--- src/rtl/tmr_pkg.sv ---
package tmr_pkg;
  typedef enum logic [1:0] {
    MODE_TIMER  = 2'b00,
    MODE_PERIOD = 2'b01,
    MODE_EVENT  = 2'b10,
    MODE_PULSE  = 2'b11
  } tmr_mode_e;

  typedef enum logic [1:0] {
    SRC_SLOW = 2'b00,
    SRC_FAST = 2'b01,
    SRC_OSC  = 2'b10,
    SRC_OFF  = 2'b11
  } tmr_src_e;

  localparam logic [1:0] ADDR_CTRL = 2'd0;
  localparam logic [1:0] ADDR_SRC  = 2'd1;
  localparam logic [1:0] ADDR_LO   = 2'd2;
  localparam logic [1:0] ADDR_HI   = 2'd3;
endpackage

--- src/rtl/tmr_edge_sync.sv ---
module tmr_edge_sync #(
  parameter int STAGES = 2
) (
  input  logic clk,
  input  logic rst_n,
  input  logic pin_i,
  output logic rise_o,
  output logic fall_o
);
  // STAGES synchroniser flops plus one history flop for edge detection
  logic [STAGES:0] sh_q;
  logic [STAGES:0] sh_d;

  always_comb begin
    sh_d = {sh_q[STAGES-1:0], pin_i};
  end

  always_ff @(posedge clk or negedge rst_n) begin
    if (!rst_n) sh_q <= '0;
    else        sh_q <= sh_d;
  end

  assign rise_o = sh_q[STAGES-1] & ~sh_q[STAGES];
  assign fall_o = ~sh_q[STAGES-1] & sh_q[STAGES];
endmodule

--- src/rtl/tmr_tick_gen.sv ---
module tmr_tick_gen
  import tmr_pkg::*;
#(
  parameter int DIV_SLOW = 16,
  parameter int DIV_FAST = 2
) (
  input  logic     clk,
  input  logic     rst_n,
  input  tmr_src_e src_i,
  input  logic     osc_i,
  output logic     tick_o
);
  localparam int PW = $clog2(DIV_SLOW);
  localparam int FW = $clog2(DIV_FAST);

  logic [PW-1:0] pre_q;
  logic [PW-1:0] pre_d;
  logic          slow_tick;
  logic          fast_tick;

  always_comb begin
    pre_d = pre_q + 1'b1;
  end

  always_ff @(posedge clk or negedge rst_n) begin
    if (!rst_n) pre_q <= '0;
    else        pre_q <= pre_d;
  end

  assign slow_tick = &pre_q;
  assign fast_tick = &pre_q[FW-1:0];

  always_comb begin
    unique case (src_i)
      SRC_SLOW: tick_o = slow_tick;
      SRC_FAST: tick_o = fast_tick;
      SRC_OSC:  tick_o = osc_i;
      default:  tick_o = 1'b0;
    endcase
  end

  AST_FAST_GAP: assert property (@(posedge clk) disable iff (!rst_n)
    (src_i == SRC_FAST && tick_o) |=> (src_i != SRC_FAST || !tick_o));
endmodule

--- src/rtl/tmr_count_core.sv ---
module tmr_count_core #(
  parameter int CNT_W = 16
) (
  input  logic             clk,
  input  logic             rst_n,
  input  logic             tick_i,
  input  logic             stop_i,
  input  logic             trig_i,
  input  logic             load_i,
  input  logic [CNT_W-1:0] load_val_i,
  input  logic [CNT_W-1:0] reload_i,
  output logic [CNT_W-1:0] cnt_o,
  output logic             uf_o
);
  logic [CNT_W-1:0] cnt_q;
  logic [CNT_W-1:0] cnt_d;
  logic             cnt_en;

  assign uf_o = tick_i & ~stop_i & ~trig_i & (cnt_q == '0);

  always_comb begin
    cnt_en = load_i | (~stop_i & (trig_i | tick_i));
    if (load_i)                   cnt_d = load_val_i;
    else if (trig_i)              cnt_d = reload_i;
    else if (cnt_q == '0)         cnt_d = reload_i;
    else                          cnt_d = cnt_q - 1'b1;
  end

  always_ff @(posedge clk or negedge rst_n) begin
    if (!rst_n)      cnt_q <= '0;
    else if (cnt_en) cnt_q <= cnt_d;
  end

  assign cnt_o = cnt_q;

  AST_STOP_FREEZE: assert property (@(posedge clk) disable iff (!rst_n)
    (stop_i && !load_i) |=> (cnt_q == $past(cnt_q)));
  AST_UF_RELOAD: assert property (@(posedge clk) disable iff (!rst_n)
    (uf_o && !load_i) |=> (cnt_q == $past(reload_i)));
  AST_SINGLE_STEP: assert property (@(posedge clk) disable iff (!rst_n)
    (!load_i && !trig_i && !uf_o) |=>
      (cnt_q == $past(cnt_q) || cnt_q == $past(cnt_q) - 1'b1));
endmodule

--- src/rtl/capture_timer.sv ---
module capture_timer
  import tmr_pkg::*;
#(
  parameter int SYNC_STAGES = 2,
  parameter int DIV_SLOW    = 16,
  parameter int DIV_FAST    = 2
) (
  input  logic       clk,
  input  logic       rst_n,
  input  logic       wr_en,
  input  logic       rd_en,
  input  logic [1:0] addr,
  input  logic [7:0] wdata,
  output logic [7:0] rdata,
  input  logic       osc_tick,
  input  logic       pin_in,
  output logic       irq_uf,
  output logic       irq_edge
);
  localparam int DATA_W = 8;
  localparam int CNT_W  = 2 * DATA_W;

  // reset release synchroniser
  logic [1:0] rsync_q;
  logic       rst_int_n;

  always_ff @(posedge clk or negedge rst_n) begin
    if (!rst_n) rsync_q <= '0;
    else        rsync_q <= {rsync_q[0], 1'b1};
  end
  assign rst_int_n = rsync_q[1];

  // register state
  logic             stop_q, esel_q;
  tmr_mode_e        mode_q;
  tmr_src_e         src_q;
  logic [CNT_W-1:0] reload_q;
  logic             uf_q, edge_q, hold_q;
  logic [CNT_W-1:0] cap_q;

  logic             uf_d, edge_d, hold_d;
  logic [CNT_W-1:0] cap_d;

  // strobes
  logic wr_ctrl, wr_src, wr_lo, wr_hi, rel;
  assign wr_ctrl = wr_en && (addr == ADDR_CTRL);
  assign wr_src  = wr_en && (addr == ADDR_SRC);
  assign wr_lo   = wr_en && (addr == ADDR_LO);
  assign wr_hi   = wr_en && (addr == ADDR_HI);
  assign rel     = rd_en && (addr == ADDR_HI);

  // pin edges and source tick
  logic rise, fall, src_tick;

  tmr_edge_sync #(.STAGES(SYNC_STAGES)) u_sync (
    .clk    (clk),
    .rst_n  (rst_int_n),
    .pin_i  (pin_in),
    .rise_o (rise),
    .fall_o (fall)
  );

  tmr_tick_gen #(.DIV_SLOW(DIV_SLOW), .DIV_FAST(DIV_FAST)) u_tick (
    .clk    (clk),
    .rst_n  (rst_int_n),
    .src_i  (src_q),
    .osc_i  (osc_tick),
    .tick_o (src_tick)
  );

  // mode decode
  logic sel_edge, ev_edge, trig, edge_set, core_tick, cap_take;

  always_comb begin
    sel_edge  = esel_q ? rise : fall;
    ev_edge   = esel_q ? fall : rise;
    trig      = ((mode_q == MODE_PERIOD) && sel_edge) ||
                ((mode_q == MODE_PULSE) && (rise || fall));
    edge_set  = (mode_q == MODE_PULSE) ? (rise || fall) : sel_edge;
    core_tick = (mode_q == MODE_EVENT) ? ev_edge : src_tick;
    cap_take  = trig && !hold_q;
  end

  logic [CNT_W-1:0] cnt;
  logic             uf;

  tmr_count_core #(.CNT_W(CNT_W)) u_core (
    .clk        (clk),
    .rst_n      (rst_int_n),
    .tick_i     (core_tick),
    .stop_i     (stop_q),
    .trig_i     (trig),
    .load_i     (wr_hi),
    .load_val_i ({wdata, reload_q[DATA_W-1:0]}),
    .reload_i   (reload_q),
    .cnt_o      (cnt),
    .uf_o       (uf)
  );

  // next state of flags and capture
  always_comb begin
    uf_d   = uf_q;
    edge_d = edge_q;
    if (wr_src && !wdata[7]) uf_d   = 1'b0;
    if (wr_src && !wdata[6]) edge_d = 1'b0;
    if (uf)                  uf_d   = 1'b1;
    if (edge_set)            edge_d = 1'b1;

    hold_d = hold_q;
    cap_d  = cap_q;
    if (cap_take) begin
      hold_d = 1'b1;
      cap_d  = cnt;
    end else if (rel) begin
      hold_d = 1'b0;
    end
  end

  always_ff @(posedge clk or negedge rst_int_n) begin
    if (!rst_int_n) begin
      stop_q   <= 1'b0;
      esel_q   <= 1'b0;
      mode_q   <= MODE_TIMER;
      src_q    <= SRC_SLOW;
      reload_q <= '0;
      uf_q     <= 1'b0;
      edge_q   <= 1'b0;
      hold_q   <= 1'b0;
      cap_q    <= '0;
    end else begin
      if (wr_ctrl) begin
        stop_q <= wdata[7];
        esel_q <= wdata[6];
        mode_q <= tmr_mode_e'(wdata[5:4]);
      end
      if (wr_src) src_q <= tmr_src_e'(wdata[1:0]);
      if (wr_lo)  reload_q[DATA_W-1:0]     <= wdata;
      if (wr_hi)  reload_q[CNT_W-1:DATA_W] <= wdata;
      uf_q   <= uf_d;
      edge_q <= edge_d;
      hold_q <= hold_d;
      if (cap_take) cap_q <= cap_d;
    end
  end

  // read mux
  logic [CNT_W-1:0] view;
  assign view = hold_q ? cap_q : cnt;

  always_comb begin
    unique case (addr)
      ADDR_CTRL: rdata = {stop_q, esel_q, mode_q, 4'b0000};
      ADDR_SRC:  rdata = {uf_q, edge_q, 4'b0000, src_q};
      ADDR_LO:   rdata = view[DATA_W-1:0];
      default:   rdata = view[CNT_W-1:DATA_W];
    endcase
  end

  assign irq_uf   = uf_q;
  assign irq_edge = edge_q;

  AST_UF_FLAG: assert property (@(posedge clk) disable iff (!rst_int_n)
    uf |=> uf_q);
  AST_PULSE_FLAG: assert property (@(posedge clk) disable iff (!rst_int_n)
    ((mode_q == MODE_PULSE) && (rise || fall)) |=> edge_q);
  AST_CAP_HOLD: assert property (@(posedge clk) disable iff (!rst_int_n)
    (hold_q && !rel) |=> (hold_q && cap_q == $past(cap_q)));
  AST_CAP_VALUE: assert property (@(posedge clk) disable iff (!rst_int_n)
    (trig && !hold_q) |=> (cap_q == $past(cnt)));
  AST_OFF_SILENT: assert property (@(posedge clk) disable iff (!rst_int_n)
    (src_q == SRC_OFF && mode_q != MODE_EVENT) |-> !core_tick);
endmodule

--- config.mk ---
export PLATFORM = sky130hd
export DESIGN_NAME = capture_timer
export DESIGN_NICKNAME = d
export VERILOG_FILES = /design/src/rtl/tmr_pkg.sv /design/src/rtl/tmr_edge_sync.sv /design/src/rtl/tmr_tick_gen.sv /design/src/rtl/tmr_count_core.sv /design/src/rtl/capture_timer.sv
export SDC_FILE = /design/constraint.sdc
export NUM_CORES = 1
export LEC_CHECK = 0
export ABC_AREA = 1
export BUFFER_PORTS_ARGS = -buffer_cell sky130_fd_sc_hd__buf_4
export CORE_ASPECT_RATIO = 0.7
export CORE_MARGIN = 10
export CORE_UTILIZATION = 60
export DETAILED_ROUTE_END_ITERATION = 16
export PLACE_DENSITY = 0.79
export SLEW_MARGIN = 20
export SYNTH_ARGS = -nofsm -noshare
export SYNTH_HDL_FRONTEND = slang
export SYNTH_SLANG_ARGS = --single-unit
--- constraint.sdc ---
create_clock -name clk -period 2.8 [get_ports clk]
set_input_delay 0.56 -clock clk [delete_from_list [all_inputs] [get_ports clk]]
set_output_delay 0.56 -clock clk [all_outputs]
set_load 0.02 [all_outputs]
# Word level (Yosys, flattened, before mapping)
# Index checks and enable logic that the tools add are counted.
dict set report classes {
  muxes 16
  n_eq_ne 8
  n_bitwise 12
  reduce_logical 22
  addsub 2
}
# operator count
set op_table {}
lappend op_table {{2-to-1 mux 16 bit} 4}
lappend op_table {{case mux 8 bit (3 select lines)} 1}
lappend op_table {{logical NOT 16 bit} 1}
lappend op_table {{subtractor 16 x 1 -> 16 bit, second input constant} 1}
lappend op_table {{== test 2 bit, second input constant} 5}
lappend op_table {{logical AND 1 bit} 10}
lappend op_table {{2-to-1 mux 1 bit} 10}
lappend op_table {{AND 1 bit} 6}
lappend op_table {{== test 2 x 1 -> 1 bit, second input constant} 3}
lappend op_table {{nonzero test 2 bit} 3}
lappend op_table {{adder 4 x 1 -> 4 bit, second input constant} 1}
lappend op_table {{logical NOT 2 bit} 2}
lappend op_table {{inverter 1 bit} 4}
lappend op_table {{AND reduction 4 bit} 1}
lappend op_table {{logical NOT 1 bit} 3}
lappend op_table {{case mux 1 bit (3 select lines)} 1}
lappend op_table {{logical OR 1 bit} 2}
lappend op_table {{bitwise OR 1 bit} 2}
dict set report totals {
  in_bits 16
  ff_bits 66
  wordCells 74
  out_inout_bits 10
}

# Depth between registers and ports, before layout
dict set report depth {
  depth_word 9
  depth_mapped 14
  ltp_nobuf 13
}

# Modules after synthesis
# A second synthesis with hierarchy kept.
dict set report unflattened {
  cells_unflattened 520
  hier_area_um2 3759.9
}
# module area_per_inst_um2 seq_area_each_um2 instances cells_each
set modules_own_cells {}
lappend modules_own_cells {capture_timer 2042.0 1076.0 1 248}
lappend modules_own_cells {tmr_count_core 1441.4 400.4 1 245}
lappend modules_own_cells {tmr_tick_gen 186.4 100.1 1 20}
lappend modules_own_cells {tmr_edge_sync 90.1 75.1 1 7}

# Worst setup path after synthesis
# No wires, ideal clock.
dict set report synth_timing {
  path_kind {input port to output port}
  from {input addr[0]}
  to {output rdata[2]}
  path_stages 5
  required_time_ns 2.240
  path_buffers 0
  setup_slack_ns 1.014
  arrival_time_ns 1.226
  path_cell_list {inv_1 > nand2_1 > inv_1 > a221oi_1 > nor2_1}
}
dict set report synth_between {
  elab_chain_cells 2
  word_cells_on_any_way 4
  classes_between {eq/ne: 2; mux: 1; reduce/logical: 1}
}
# item line_no
set synth_lines {}
lappend synth_lines {{start, declared} capture_timer.sv:12} ;# input logic [1:0] addr,
lappend synth_lines {{== test 2 bit, or another cell as far along} capture_timer.sv:151} ;# unique case (addr)
lappend synth_lines {{case mux 8 bit (3 select lines) *} capture_timer.sv:151}
lappend synth_lines {{end, declared} capture_timer.sv:14} ;# output logic [7:0] rdata,
# Every way passes the cells marked *; elsewhere a longest branch is shown, timed or not.

# Final worst setup path
dict set report layout_timing {
  from {register hold_q}
  to {output rdata[2]}
}
dict set report layout_between {
  elab_chain_cells 2
}
# item line_no
set layout_lines {}
lappend layout_lines {{start, declared} capture_timer.sv:38} ;# logic uf_q, edge_q, hold_q;
lappend layout_lines {{start signal, assigned} capture_timer.sv:141} ;# hold_q <= hold_d;
lappend layout_lines {{2-to-1 mux 16 bit} capture_timer.sv:148} ;# assign view = hold_q ? cap_q : cnt;
lappend layout_lines {{case mux 8 bit (3 select lines)} capture_timer.sv:151}
# Every way passes these cells.

==> summary.md <==
| Metric | Value |
|---|---|
| Syn_nets | 505 |
| VDD IR-drop max | 0.480 mV |
| Final Non-Filler Cells | 590 |
| Synth unique cells | 28 |
| Flop2flop setup slack | 0.89 ns |
| Final net count | 532 |
| TritonCTS Buffers | 9 |
| First-pass GRT wire length | 14700 um |
| Gate Count Post-Synth | 484 |
| Crit start category | register |
| # rows | 23 |
| Vias per cell | 5.39 |
| Pwr dens | 930 nW/um^2 |
| Initial antenna violation count | 0 |
| Relative slew slack | 50.6% |
| CTS tree | built |
| Vias in the first global route | 2982 |
| Fin crit period | 2.58 ns |
| Max FO, Critical Path | 28 |
| Post-CTS Resized | 0 |
| Leak | 2.15 nW |
| H-tree Lvls | 3 |
| Initial Utilization | 62.3% |
| Fin. max-slew vios | 0 |
| DIE AREA | 9560 sq um |
| Die H | 84.9 um |
| IO buf count | 25 |
| Cell Area, Synth | 3600 sq um |
| Critical Path Sink | rdata[2] |
| RSZ-0062 raised after global routing | false |
| Total power draw | 3.74 mW |
| CP cell instances | clkinv_1 -> a221oi_1 -> nor2_1 -> buf_4 |
| Fmax | 0.388 GHz |
| Crit path buffers/inverters | 2 |
| DPL Wire Length | 6510 um |
| Crit path required time | 2.24 ns |
| Final worst-path cycle share | 92.0% |
| Crit path from | hold_q$_DFFE_PN0P_ |
| Hold_buf cts | 1 |
| Worst r2r path cells | 13 |
| CP Class | reg -> out |
| Vias | 3180 |
| Reg2reg end | u_core.cnt_o[8]$_DFFE_PN0P_ |
| Post-route cell area | 4020 sq um |
| Share of cells above drive strength 1 | 12.2% |
| Core Util, Final | 69.5% |
| Worst path depth | 4 |
| Delay-heaviest family, CP | buffers and inverters |
| CTS root buf | clkbuf_8 |
| Least-Margin Pin Slew | 0.741 ns |
| Placed Area | 3830 sq um |
| Final WL | 8990 um |
| Clock Skew | 0.00833 ns |
| Sequential element share of the synthesized area | 45.8% |
| Outcome | complete, no violations |
| Max-cap violations | 0 |
| Syn avg cell area | 7.45 sq um |
| Total track usage | 19.1% |
| Setup Buffers After CTS | 0 |
| CP max-delay cell | clkinv_1 |
| Core Area | 5780 sq um |
| Worst setup EP type | output port |
| Routed len/inst | 15.2 um |
| Area grow syn2layout | 11.5% |
| Final hold vios | 0 |
| Clock latency on the worst-skew pair | 0.35 ns |
| Max stage delay on crit path | 0.53 ns |
| Drt pass-1 iters | 5 |
| Setup violators final | 0 |
| Boundary Pins | 26 |
| Ys Warns | 0 |
| ANT nets after route | 0 |
| Reg clk slew, reported paths | 0.07 ns |
| Post-route DRC violation count | 0 |
| Setup TNS | 0 ns |
| Number of diodes | 0 |
| Drt initial violations | 354 |
| Sink Count | 66 |
| Die Wd | 113 um |
| Worst path arrival time | 2.02 ns |
| Largest net degree at the start of global routing | 34 |
| DP Cell Count | 574 |
| Overflow after GRT | 0 |
| Worst r2r src | u_core.cnt_o[0]$_DFFE_PN0P_ |
| HP Class | in -> reg |
| Max Root-Sink Buffers | 2 |
| Synthesized flop and latch total | 66 |
| Routability cong. | 0.975 |
## Yosys cell counts, drive strengths merged
master / count / area share, %
o211ai: 4 / 0.83
ha: 5 / 1.7
clkbuf: 5 / 0.56
xor2: 6 / 1.5
dfrtp: 66 / 46
a221oi: 2 / 0.49
a21oi: 21 / 3.2
inv: 57 / 5.9
nand4: 3 / 0.52
buf: 9 / 2.2
xnor2: 1 / 0.24
nor2: 41 / 4.7
o21ai: 59 / 8.2
nand3: 38 / 5.6
nand2: 164 / 18
clkinv: 1 / 0.10
or2: 1 / 0.17
conb: 1 / 0.10
## worst min path at each step
stage                                   from                  endpoint  depth (start not counted)
floorplan                              rst_n      rsync_q[0]$_DFF_PN0_                          0
global placement    u_sync.sh_q[0]$_DFF_PN0_  u_sync.sh_q[1]$_DFF_PN0_                          0
detailed placement                     rst_n      rsync_q[0]$_DFF_PN0_                          1
CTS                                   pin_in  u_sync.sh_q[0]$_DFF_PN0_                          1
global route                          pin_in  u_sync.sh_q[0]$_DFF_PN0_                          1
finish                                pin_in  u_sync.sh_q[0]$_DFF_PN0_                          1
## cell type report
| type | instances | area, sq um |
|---|---|---|
| Clock buffer | 11 | 131 |
| Clock inverter | 4 | 45.0 |
| Fill cell | 480 | 1770 |
| Inverter | 58 | 218 |
| Multi-Input combinational cell | 346 | 1640 |
| Sequential cell | 66 | 1650 |
| Tap cell | 75 | 93.8 |
| Timing Repair Buffer | 30 | 240 |
## metrics by stage
step,setup WS (ns),hold WS [ns]
floorplan,0.826,0.264
global route,0.0946,0.306
detailed placement,0.649,0.339
CTS,0.266,0.309
finish,0.224,0.312
global placement,0.709,0.334
## registers in the layout, summed over array words and instances, names as in the netlist
signal and count:
u_sync.sh_q 3, stop_q 1, cap_q 16, u_tick.pre_q 4, mode_q 2, rsync_q 2, irq_uf 1, src_q 2
irq_edge 1, reload_q 16, hold_q 1, esel_q 1, u_core.cnt_o 16
## kinds of logic after synthesis
logic type / count (synthesis) / synth area share (%)
other: 1 / 0.104
AOI/OAI and AO/OA: 86 / 12.7
xor gates and xnor gates: 7 / 1.70
DFF: 66 / 45.8
buffers and inverters: 72 / 8.78
and+or+nand+nor: 247 / 29.1
adders and majority gates: 5 / 1.74
## per-layer routing
metal	global-route usage (%)	up-vias	wire length (um)
met5	0	-	0
met4	5.63	0	114
met2	27.3	93	3920
met3	5.49	13	601
met1	27.2	1483	4360
li1	-	1591	-
## where the power goes
part | switching, mW | internal, mW
logic | 0.967 | 0.520
clock network | 0.354 | 0.402
registers | 0.272 | 1.22
total | 1.59 | 2.15
## cell usage in the layout (no fill, tap or decap), drive strengths merged
master         n
nand2        164
dfrtp         66
o21ai         59
inv           57
nor2          41
nand3         38
buf           29
a21oi         21
clkbuf        11
xor2           6
ha             5
o211ai         4
clkinv         4
nand4          3
a221oi         2
or2            1
xnor2          1
bufinv         1
dlygate4sd3    1
conb           1
Power figures use the tool's default switching activity.
